--- src/rtl/partsel_tcam_pkg.sv ---
// Shared definitions for the partition-selected ternary match array.
// Assumes: nothing beyond IEEE 1800-2017.
package partsel_tcam_pkg;

    // Destination of a write on the shared write port
    typedef enum logic {
        WR_ENTRY = 1'b0,
        WR_CODE  = 1'b1
    } wr_target_e;

endpackage

--- src/rtl/ptcam_resolver.sv ---
// Group resolver: stores one ternary selector code per group and picks the
// lowest-numbered group whose code matches the key.
// Assumes: writes and searches never share a cycle; unwritten codes never match.
module ptcam_resolver #(
    parameter int KEY_W    = 8,
    parameter int NUM_PART = 4,
    localparam int PART_W  = (NUM_PART > 1) ? $clog2(NUM_PART) : 1
) (
    input  logic              clk,
    input  logic              rst_n,
    input  logic              wr_en,
    input  logic [PART_W-1:0] wr_addr,
    input  logic [KEY_W-1:0]  wr_value,
    input  logic [KEY_W-1:0]  wr_care,
    input  logic [KEY_W-1:0]  key,
    input  logic              enable,
    output logic              sel_en,
    output logic [PART_W-1:0] sel_part
);

    logic [NUM_PART-1:0] code_hit;

    for (genvar p = 0; p < NUM_PART; p++) begin : g_code
        logic [KEY_W-1:0] val_q;
        logic [KEY_W-1:0] care_q;
        logic             vld_q;

        // Load or clear this group's selector code
        always_ff @(posedge clk) begin
            if (!rst_n) begin
                val_q  <= '0;
                care_q <= '0;
                vld_q  <= 1'b0;
            end else if (wr_en && wr_addr == PART_W'(p)) begin
                val_q  <= wr_value;
                care_q <= wr_care;
                vld_q  <= 1'b1;
            end
        end

        assign code_hit[p] = vld_q && (((key ^ val_q) & care_q) == '0);
    end

    // Lowest-numbered matching group wins
    always_comb begin
        sel_part = '0;
        for (int p = NUM_PART - 1; p >= 0; p--) begin
            if (code_hit[p]) sel_part = PART_W'(p);
        end
        sel_en = enable && (|code_hit);
    end

endmodule

--- src/rtl/ptcam_entry_bank.sv ---
// Entry bank: stores ternary entries with group membership and evaluates only
// the entries of the group picked by the resolver; all others read as zero.
// Assumes: writes and searches never share a cycle; unwritten entries never hit.
module ptcam_entry_bank #(
    parameter int KEY_W    = 8,
    parameter int NUM_ENT  = 16,
    parameter int NUM_PART = 4,
    localparam int IDX_W   = (NUM_ENT > 1) ? $clog2(NUM_ENT) : 1,
    localparam int PART_W  = (NUM_PART > 1) ? $clog2(NUM_PART) : 1
) (
    input  logic               clk,
    input  logic               rst_n,
    input  logic               wr_en,
    input  logic [IDX_W-1:0]   wr_addr,
    input  logic [KEY_W-1:0]   wr_value,
    input  logic [KEY_W-1:0]   wr_care,
    input  logic [PART_W-1:0]  wr_part,
    input  logic [KEY_W-1:0]   key,
    input  logic               sel_en,
    input  logic [PART_W-1:0]  sel_part,
    output logic [NUM_ENT-1:0] hits
);

    for (genvar e = 0; e < NUM_ENT; e++) begin : g_ent
        logic [KEY_W-1:0]  val_q;
        logic [KEY_W-1:0]  care_q;
        logic [PART_W-1:0] part_q;
        logic              vld_q;
        logic              in_group;

        // Load or clear this entry's word, mask and group
        always_ff @(posedge clk) begin
            if (!rst_n) begin
                val_q  <= '0;
                care_q <= '0;
                part_q <= '0;
                vld_q  <= 1'b0;
            end else if (wr_en && wr_addr == IDX_W'(e)) begin
                val_q  <= wr_value;
                care_q <= wr_care;
                part_q <= wr_part;
                vld_q  <= 1'b1;
            end
        end

        // Compare is gated off unless this entry's group is the selected one
        assign in_group = sel_en && vld_q && (part_q == sel_part);
        assign hits[e]  = in_group && (((key ^ val_q) & care_q) == '0);
    end

endmodule

--- src/rtl/ptcam_onehit_enc.sv ---
// Plain lowest-index encoder for the catch-all group, which holds at most one
// hit by construction.
// Assumes: hits already carries only the selected group's bits.
module ptcam_onehit_enc #(
    parameter int NUM_ENT = 16,
    localparam int IDX_W  = (NUM_ENT > 1) ? $clog2(NUM_ENT) : 1
) (
    input  logic [NUM_ENT-1:0] hits,
    input  logic               active,
    output logic               one_hit,
    output logic [IDX_W-1:0]   one_idx
);

    // Pick the lowest set index when the catch-all group is active
    always_comb begin
        one_idx = '0;
        if (active) begin
            for (int e = NUM_ENT - 1; e >= 0; e--) begin
                if (hits[e]) one_idx = IDX_W'(e);
            end
        end
        one_hit = active && (|hits);
    end

endmodule

--- src/rtl/partsel_tcam.sv ---
// Partition-selected ternary match array top. A search key is resolved against
// group selector codes, one group's entries are compared, and the result is
// registered one cycle after the key.
// Assumes: NUM_ENT >= NUM_PART; writes and searches never share a cycle.
module partsel_tcam
    import partsel_tcam_pkg::*;
#(
    parameter int KEY_W    = 8,
    parameter int NUM_ENT  = 16,
    parameter int NUM_PART = 4,
    localparam int IDX_W   = (NUM_ENT > 1) ? $clog2(NUM_ENT) : 1,
    localparam int PART_W  = (NUM_PART > 1) ? $clog2(NUM_PART) : 1
) (
    input  logic               clk,
    input  logic               rst_n,
    input  logic               wr_en,
    input  logic               wr_target,
    input  logic [IDX_W-1:0]   wr_addr,
    input  logic [KEY_W-1:0]   wr_value,
    input  logic [KEY_W-1:0]   wr_care,
    input  logic [PART_W-1:0]  wr_part,
    input  logic               srch_valid,
    input  logic [KEY_W-1:0]   srch_key,
    output logic               res_valid,
    output logic [NUM_ENT-1:0] res_hits,
    output logic [PART_W-1:0]  res_part,
    output logic               res_nomatch,
    output logic               res_one_hit,
    output logic [IDX_W-1:0]   res_one_idx
);

    localparam logic [PART_W-1:0] LAST_PART = PART_W'(NUM_PART - 1);

    logic               wr_entry;
    logic               wr_code;
    logic               sel_en;
    logic [PART_W-1:0]  sel_part;
    logic [NUM_ENT-1:0] hits;
    logic               catch_all;
    logic               one_hit;
    logic [IDX_W-1:0]   one_idx;

    assign wr_entry  = wr_en && (wr_target_e'(wr_target) == WR_ENTRY);
    assign wr_code   = wr_en && (wr_target_e'(wr_target) == WR_CODE);
    assign catch_all = sel_en && (sel_part == LAST_PART);

    ptcam_resolver #(
        .KEY_W    (KEY_W),
        .NUM_PART (NUM_PART)
    ) u_resolver (
        .clk      (clk),
        .rst_n    (rst_n),
        .wr_en    (wr_code),
        .wr_addr  (wr_addr[PART_W-1:0]),
        .wr_value (wr_value),
        .wr_care  (wr_care),
        .key      (srch_key),
        .enable   (srch_valid),
        .sel_en   (sel_en),
        .sel_part (sel_part)
    );

    ptcam_entry_bank #(
        .KEY_W    (KEY_W),
        .NUM_ENT  (NUM_ENT),
        .NUM_PART (NUM_PART)
    ) u_bank (
        .clk      (clk),
        .rst_n    (rst_n),
        .wr_en    (wr_entry),
        .wr_addr  (wr_addr),
        .wr_value (wr_value),
        .wr_care  (wr_care),
        .wr_part  (wr_part),
        .key      (srch_key),
        .sel_en   (sel_en),
        .sel_part (sel_part),
        .hits     (hits)
    );

    ptcam_onehit_enc #(
        .NUM_ENT (NUM_ENT)
    ) u_onehit (
        .hits    (hits),
        .active  (catch_all),
        .one_hit (one_hit),
        .one_idx (one_idx)
    );

    // Result strobe: one pulse per search
    always_ff @(posedge clk) begin
        if (!rst_n) res_valid <= 1'b0;
        else        res_valid <= srch_valid;
    end

    // Capture the search result; hold it between searches
    always_ff @(posedge clk) begin
        if (!rst_n) begin
            res_hits    <= '0;
            res_part    <= '0;
            res_nomatch <= 1'b0;
            res_one_hit <= 1'b0;
            res_one_idx <= '0;
        end else if (srch_valid) begin
            res_hits    <= hits;
            res_part    <= sel_en ? sel_part : '0;
            res_nomatch <= !sel_en;
            res_one_hit <= one_hit;
            res_one_idx <= one_idx;
        end
    end

endmodule

--- config.mk ---
export PLATFORM = sky130hd
export DESIGN_NAME = partsel_tcam
export DESIGN_NICKNAME = d
export VERILOG_FILES = /design/src/rtl/partsel_tcam_pkg.sv /design/src/rtl/ptcam_resolver.sv /design/src/rtl/ptcam_entry_bank.sv /design/src/rtl/ptcam_onehit_enc.sv /design/src/rtl/partsel_tcam.sv
export SDC_FILE = /design/constraint.sdc
export NUM_CORES = 1
export LEC_CHECK = 0
export ABC_AREA = 1
export BUFFER_PORTS_ARGS = -buffer_cell sky130_fd_sc_hd__buf_2
export CELL_PAD_IN_SITES_DETAIL_PLACEMENT = 0
export CELL_PAD_IN_SITES_GLOBAL_PLACEMENT = 1
export CORE_MARGIN = 4
export CORE_UTILIZATION = 45
export DETAILED_ROUTE_END_ITERATION = 10
export PLACE_DENSITY_LB_ADDON = 0.1
export SYNTH_ARGS = -nofsm -noshare
export SYNTH_HDL_FRONTEND = slang
export SYNTH_SLANG_ARGS = --single-unit
--- constraint.sdc ---
create_clock -name clk -period 3.18 [get_ports clk]
set_input_delay 0.636 -clock clk [delete_from_list [all_inputs] [get_ports clk]]
set_output_delay 0.636 -clock clk [all_outputs]
set_load 0.02 [all_outputs]
Word-level counts from Yosys, hierarchy flattened
Index checks and enable logic that the tools add are counted.
{"block": "word_totals", "reg_bits": 397, "input_bits": 35, "output_inout_bits": 25, "wordCells": 282}
{"block": "op_classes", "eq_ne": 35, "n_mux": 22, "n_bitwise": 41, "n_reduce_logical": 102}
{"cell": "$and A8 B8 Y8", "count": 20}
{"cell": "$logic_not A8 Y1", "count": 20}
{"cell": "$xor A8 B8 Y8", "count": 20}
{"cell": "$logic_and A1 B1 Y1", "count": 77}
{"cell": "$mux W4", "count": 17}
{"cell": "$eq A2 B2 Y1", "count": 16}
{"cell": "$eq A4 B4 Y1 const B", "count": 8}
{"cell": "$eq A4 B3 Y1 const B", "count": 4}
{"cell": "$reduce_or A16 Y1", "count": 1}
{"cell": "$mux W2", "count": 5}
{"cell": "$eq A4 B2 Y1 const B", "count": 2}
{"cell": "$eq A2 B2 Y1 const B", "count": 3}
{"cell": "$eq A4 B1 Y1 const B", "count": 1}
{"cell": "$logic_not A4 Y1", "count": 1}
{"cell": "$reduce_or A4 Y1", "count": 1}
{"cell": "$eq A2 B1 Y1 const B", "count": 1}
{"cell": "$logic_not A2 Y1", "count": 1}
{"cell": "$logic_not A1 Y1", "count": 1}
{"cell": "$not A1 Y1", "count": 1}

Longest topological paths before layout
{"block": "logic_depth", "ltp_word": 28, "depth_mapped": 30}

Hierarchy
From an unflattened synthesis, not the netlist that was laid out.
{"block": "hier_totals", "hier_cells": 2577, "area_unflattened_um2": 17620.6}
{"module": "ptcam_entry_bank", "instances": 1, "cells_per_inst": 1955, "area_each_um2": 13476.7, "seq_area_each_um2": 6085.8}
{"module": "ptcam_resolver", "instances": 1, "cells_per_inst": 452, "area_each_um2": 3011.6, "seq_area_each_um2": 1361.3}
{"module": "partsel_tcam", "instances": 1, "cells_per_inst": 118, "area_each_um2": 908.4, "seq_area_each_um2": 500.5}
{"module": "ptcam_onehit_enc", "instances": 1, "cells_per_inst": 52, "area_each_um2": 224.0, "seq_area_each_um2": 0.0}

Least setup slack after synthesis
No wires, ideal clock.
{"block": "synth_path", "path_type": "input to register", "from": "in srch_key[2]", "to": "reg res_one_idx[0]", "arrival_time_ns": 2.503, "slack_ns": 0.559, "path_stages": 24, "n_path_buf": 1, "cell_sequence": "buf_4 > or2_1 > nand3_1 > nand2_1 > nor2_2 > nand3_2 > nand2_4 > nor2_1 > nor3_1 > nand4_1 > nand2_1 > nand2_1 > nand2_1 > nand2_1 > nand2_1 > nand2_1 > nand2_1 > nand2_1 > nand2_1 > nand2_1 > nand2_1 > nand2_1 > nand2_1 > a21oi_2"}
{"block": "synth_via", "elab_chain_len": 28}
{"item": "start, declared", "line": "partsel_tcam.sv:23", "rtl": "input logic [KEY_W-1:0] srch_key,"}
{"item": "$xor A8 B8 Y8", "line": "ptcam_resolver.sv:41", "rtl": "assign code_hit[p] = vld_q && (((key ^ val_q) & care_q) == '0);"}
{"item": "$and A8 B8 Y8", "line": "ptcam_resolver.sv:41"}
{"item": "$logic_not A8 Y1", "line": "ptcam_resolver.sv:41"}
{"item": "$logic_and A1 B1 Y1", "line": "ptcam_resolver.sv:41"}
{"item": "$mux W2 (4 in a row)", "line": "ptcam_resolver.sv:48", "rtl": "if (code_hit[p]) sel_part = PART_W'(p);"}
{"item": "$eq A2 B2 Y1", "line": "ptcam_entry_bank.sv:47", "rtl": "assign in_group = sel_en && vld_q && (part_q == sel_part);"}
{"item": "$logic_and A1 B1 Y1", "line": "ptcam_entry_bank.sv:47"}
{"item": "$logic_and A1 B1 Y1", "line": "ptcam_entry_bank.sv:48", "rtl": "assign hits[e] = in_group && (((key ^ val_q) & care_q) == '0);"}
{"item": "$mux W4 (16 in a row)", "line": "ptcam_onehit_enc.sv:19", "rtl": "if (hits[e]) one_idx = IDX_W'(e);"}
{"item": "$mux W4 (*)", "line": "ptcam_onehit_enc.sv:17", "rtl": "if (active) begin"}
{"item": "end signal, assigned", "line": "partsel_tcam.sv:109", "rtl": "res_one_idx <= one_idx;"}
{"item": "end, declared", "line": "partsel_tcam.sv:29", "rtl": "output logic [IDX_W-1:0] res_one_idx"}
Every way passes the cells marked *; elsewhere a longest branch is shown, timed or not.
A chain may end at the register's enable or synchronous reset.

Final worst setup path
{"block": "layout_path", "from": "reg u_resolver.g_code[1].val_q[3]", "to": "reg res_one_idx[1]"}
{"block": "layout_via", "elab_chain_len": 26}
{"item": "start, declared", "line": "ptcam_resolver.sv:24", "rtl": "logic [KEY_W-1:0] val_q;"}
{"item": "start signal, assigned", "line": "ptcam_resolver.sv:35", "rtl": "val_q <= wr_value;"}
{"item": "$xor A8 B8 Y8 (*)", "line": "ptcam_resolver.sv:41"}
{"item": "$and A8 B8 Y8 (*)", "line": "ptcam_resolver.sv:41"}
{"item": "$logic_not A8 Y1 (*)", "line": "ptcam_resolver.sv:41"}
{"item": "$logic_and A1 B1 Y1 (*)", "line": "ptcam_resolver.sv:41"}
{"item": "$mux W2 / $reduce_or A4 Y1 (equally long branches)", "line": "ptcam_resolver.sv:48, ptcam_resolver.sv:50"}
{"item": "$mux W2 / $logic_and A1 B1 Y1 (equally long branches)", "line": "ptcam_resolver.sv:48, ptcam_resolver.sv:50"}
{"item": "$eq A2 B2 Y1 / $logic_and A1 B1 Y1 (equally long branches)", "line": "ptcam_entry_bank.sv:47"}
{"item": "$logic_and A1 B1 Y1", "line": "ptcam_entry_bank.sv:47"}
{"item": "$logic_and A1 B1 Y1", "line": "ptcam_entry_bank.sv:48"}
{"item": "$mux W4 (16 in a row)", "line": "ptcam_onehit_enc.sv:19"}
{"item": "$mux W4 (*)", "line": "ptcam_onehit_enc.sv:17"}
Marks and branches as above.

==> out/metrics.cfg <==
[place]
placed_cell_area_um2=18330
dp_hpwl_um=36590
gp_congestion=0.8905
numPortBuffers=59

[cts]
cts_max_path_buffers=3
clock_sinks=397
numCtsBuffers=45
cts_setup_buffers=0
cts_hold_buf=0
h-tree-depth=2
clockRootBuffer=clkbuf_16
clk_latency_ns=0.58
cts_tree=done
cts_resized=0
clk_pin_slew_ns=0.06

[logic_synthesis]
syn_area_per_cell_um2=7.067
synth_area_um2=17290
synth_edf_count=0
ys_top_cells_by_area=dfxtp_1 (46%), o21ai_0 (10%), a21oi_1 (9.2%)
synth_fp_nets=2482
yosysTopAreaCellShare_pct=45.96
synthCells=2447
synth.distinct_cells=39
synthFlopType=dfxtp_1
async_flop_share_pct=0
synth_most_common_cell=dfxtp_1
ys_ff_latch=397
synth_commonest_cells=dfxtp_1 (397), nor2_1 (379), o21ai_0 (360), a21oi_1 (318), nand2_1 (312)
synth_top_cell_by_area=dfxtp_1
synth_warnings=0
yosysSeqAreaShare_pct=45.96

[drt]
drc=0
viasPerCell=5.349
vias=16112
drt-initial-drc-count=1307
drtAntennaViolNets=0
drt_wl_total_um=58350
dr.pass1.iters=6
wire_per_inst_um=19.37

[floorplanning]
fp-row-count=71
die_h_um=204.0
chipWidth_um=204.0
fp.dieArea_um2=41630
start_util_pct=45.80
core_area_um2=37760
io_pins=60

[worst_setup_path]
crit_path_max_incr_delay_ns=0.32
worstPathArrival_ns=3.06
end_kind=flop
slowest_stage=dfxtp_1
start_kind=flop
cp.required_ns=3.68
critPathKind=reg -> reg
crit_chain=or2_2 > nand3_1 > nand2_1 > clkinv_1 > nand3_2 > nand2_4 > inv_2 > nand2_4 > buf_4 > inv_2 > o2111ai_2 > buf_4 > nand2_1 > nor2_1 > nor2_1 > o21ai_1 > nand3_1 > a21oi_1
reg2reg_slack_ns=0.62
cp.buffers_inverters=5
worst-path-max-fanout=10
crit_family=simple AND/OR/NAND/NOR gates

[pwr]
p_per_area_nw_per_um2=553.8
leakagePower_nw=7.758
ir_drop_mv=0.4776

[final_layout]
drive_gt1_share_pct=10.40
nets=2509
fin_area_um2=19740
antenna_cells=0
area_delta_synth_final_pct=14.17

[timing]
slew_violations=0
fin_skew_ns=0.02217
setup_viol=0
relSlewSlack_pct=37.52
rsz0062_at_grt=no
worst_slew_pin_slew_ns=0.9371
finalHoldViolations=0
period_share_pct=80.54
min_period_ns=2.561
hold_ws_ns=0.4033
fmax_mhz=390.5
setup_tns_ns=0

[global_routing]
first_global_vias=14794
grtUsageMet3_pct=3.872
gr-total-overflow=0
grt_usage_pct=27.63
grt_busiest_layer=met2
grt_max_degree=207
antenna_found_initial=1
grt_pass1_wl_um=88820
grtUsageMet1_pct=37.19
grt_use_met2_pct=45.83

[run]
drv_cap=0

[outcome]
status=completed

[min_path]
min_path_type=in -> reg

==> worst reg2reg max path: stages (launching register included) <==
cell	delay, ns
dfxtp_1	0.32
or2_2	0.29
nand3_1	0.07
nand2_1	0.05
clkinv_1	0.07
nand3_2	0.20
nand2_4	0.18
inv_2	0.07
nand2_4	0.08
buf_4	0.21
inv_2	0.07
o2111ai_2	0.18
buf_4	0.14
nand2_1	0.07
nor2_1	0.12
nor2_1	0.05
o21ai_1	0.13
nand3_1	0.08
a21oi_1	0.12
==> cell families (layout without fill, tap and decap cells) <==
logic type | Yosys count | in the layout | share of synthesized area [%]
and+or+nand+nor | 933 | 933 | 22.91
AOI/OAI and AO/OA | 692 | 692 | 20.31
DFF | 397 | 397 | 45.96
buffers and inverters | 386 | 440 | 8.798
xor gates and xnor gates | 39 | 39 | 2.019
==> where the power goes <==
group / switching [mW] / internal, mW / total, mW / leakage [nW]
registers: 0.0417 / 5.06 / 5.10 / 3.21
logic: 0.595 / 0.211 / 0.806 / 3.85
clock network: 2.05 / 2.98 / 5.03 / 0.698
total: 2.69 / 8.25 / 10.9 / 7.76
==> area by class of cell <==
type	instances	area (µm²)
clock buffer	71	1396
clock inverter	3	18.77
fill	3733	18010
inverter	209	787.0
multi-input combinational	1664	7829
sequential	397	7948
tap	511	639.4
timing repair buffer	157	1125
==> flip-flops by register name (all words and copies together), names as in the netlist <==
name,cells
res_part,2
res_hits,16
u_bank.g_ent.part_q,32
res_nomatch,1
res_one_idx,4
u_resolver.g_code.care_q,32
u_bank.g_ent.val_q,128
u_resolver.g_code.val_q,32
u_bank.g_ent.care_q,128
res_valid,1
u_bank.g_ent.vld_q,16
u_resolver.g_code.vld_q,4
res_one_hit,1
==> path summary, 6_finish.rpt <==
check	from	to	depth (start not counted)
hold / removal	rst_n	u_bank.g_ent[7].care_q[4]	3
setup / recovery	u_resolver.g_code[1].val_q[3]	res_one_idx[1]	18
hold reg to reg	u_bank.g_ent[8].care_q[1]	u_bank.g_ent[8].care_q[1]	2
setup reg to reg	u_resolver.g_code[1].val_q[3]	res_one_idx[1]	18
==> cell usage in the layout (no fill, tap or decap), types with 3 or more instances in the layout <==
cell,count
buf_4,91
nand2_1,312
clkbuf_16,47
nor2_1,377
or2_2,4
nand3_1,156
nand2_2,5
a21oi_1,318
nand2_4,3
nand3_2,3
buf_12,7
or2_1,8
nand3b_1,3
inv_2,8
o21ai_1,3
dfxtp_1,397
inv_1,195
o21ai_0,360
clkbuf_1,11
clkbuf_8,13
nor3_1,15
clkinv_1,5
o2111ai_1,3
nor2_2,8
buf_2,58
nor4_1,10
xor2_1,37
nand4_1,25
==> metrics by stage <==
stage          power (mW)  utilization [%]  std cells  setup WS (ns)
6_report            10.93            52.29       3012         0.6189
5_1_grt             11.31            52.29       3012         0.3423
4_1_cts             11.02            52.29       3012         0.6148
3_3_place_gp        5.993            48.54       2938         0.1258
2_1_floorplan       5.659                -       2447         0.5587
3_5_place_dp        6.002            48.54       2938        0.09786
==> per-layer routing <==
layer / up-vias / wire length, µm
met3: 98 / 3192
met2: 439 / 27350
li1: 8044 / -
met4: 0 / 1860
met5: - / 0
met1: 7531 / 25950
(Power assumes the default switching activity.)
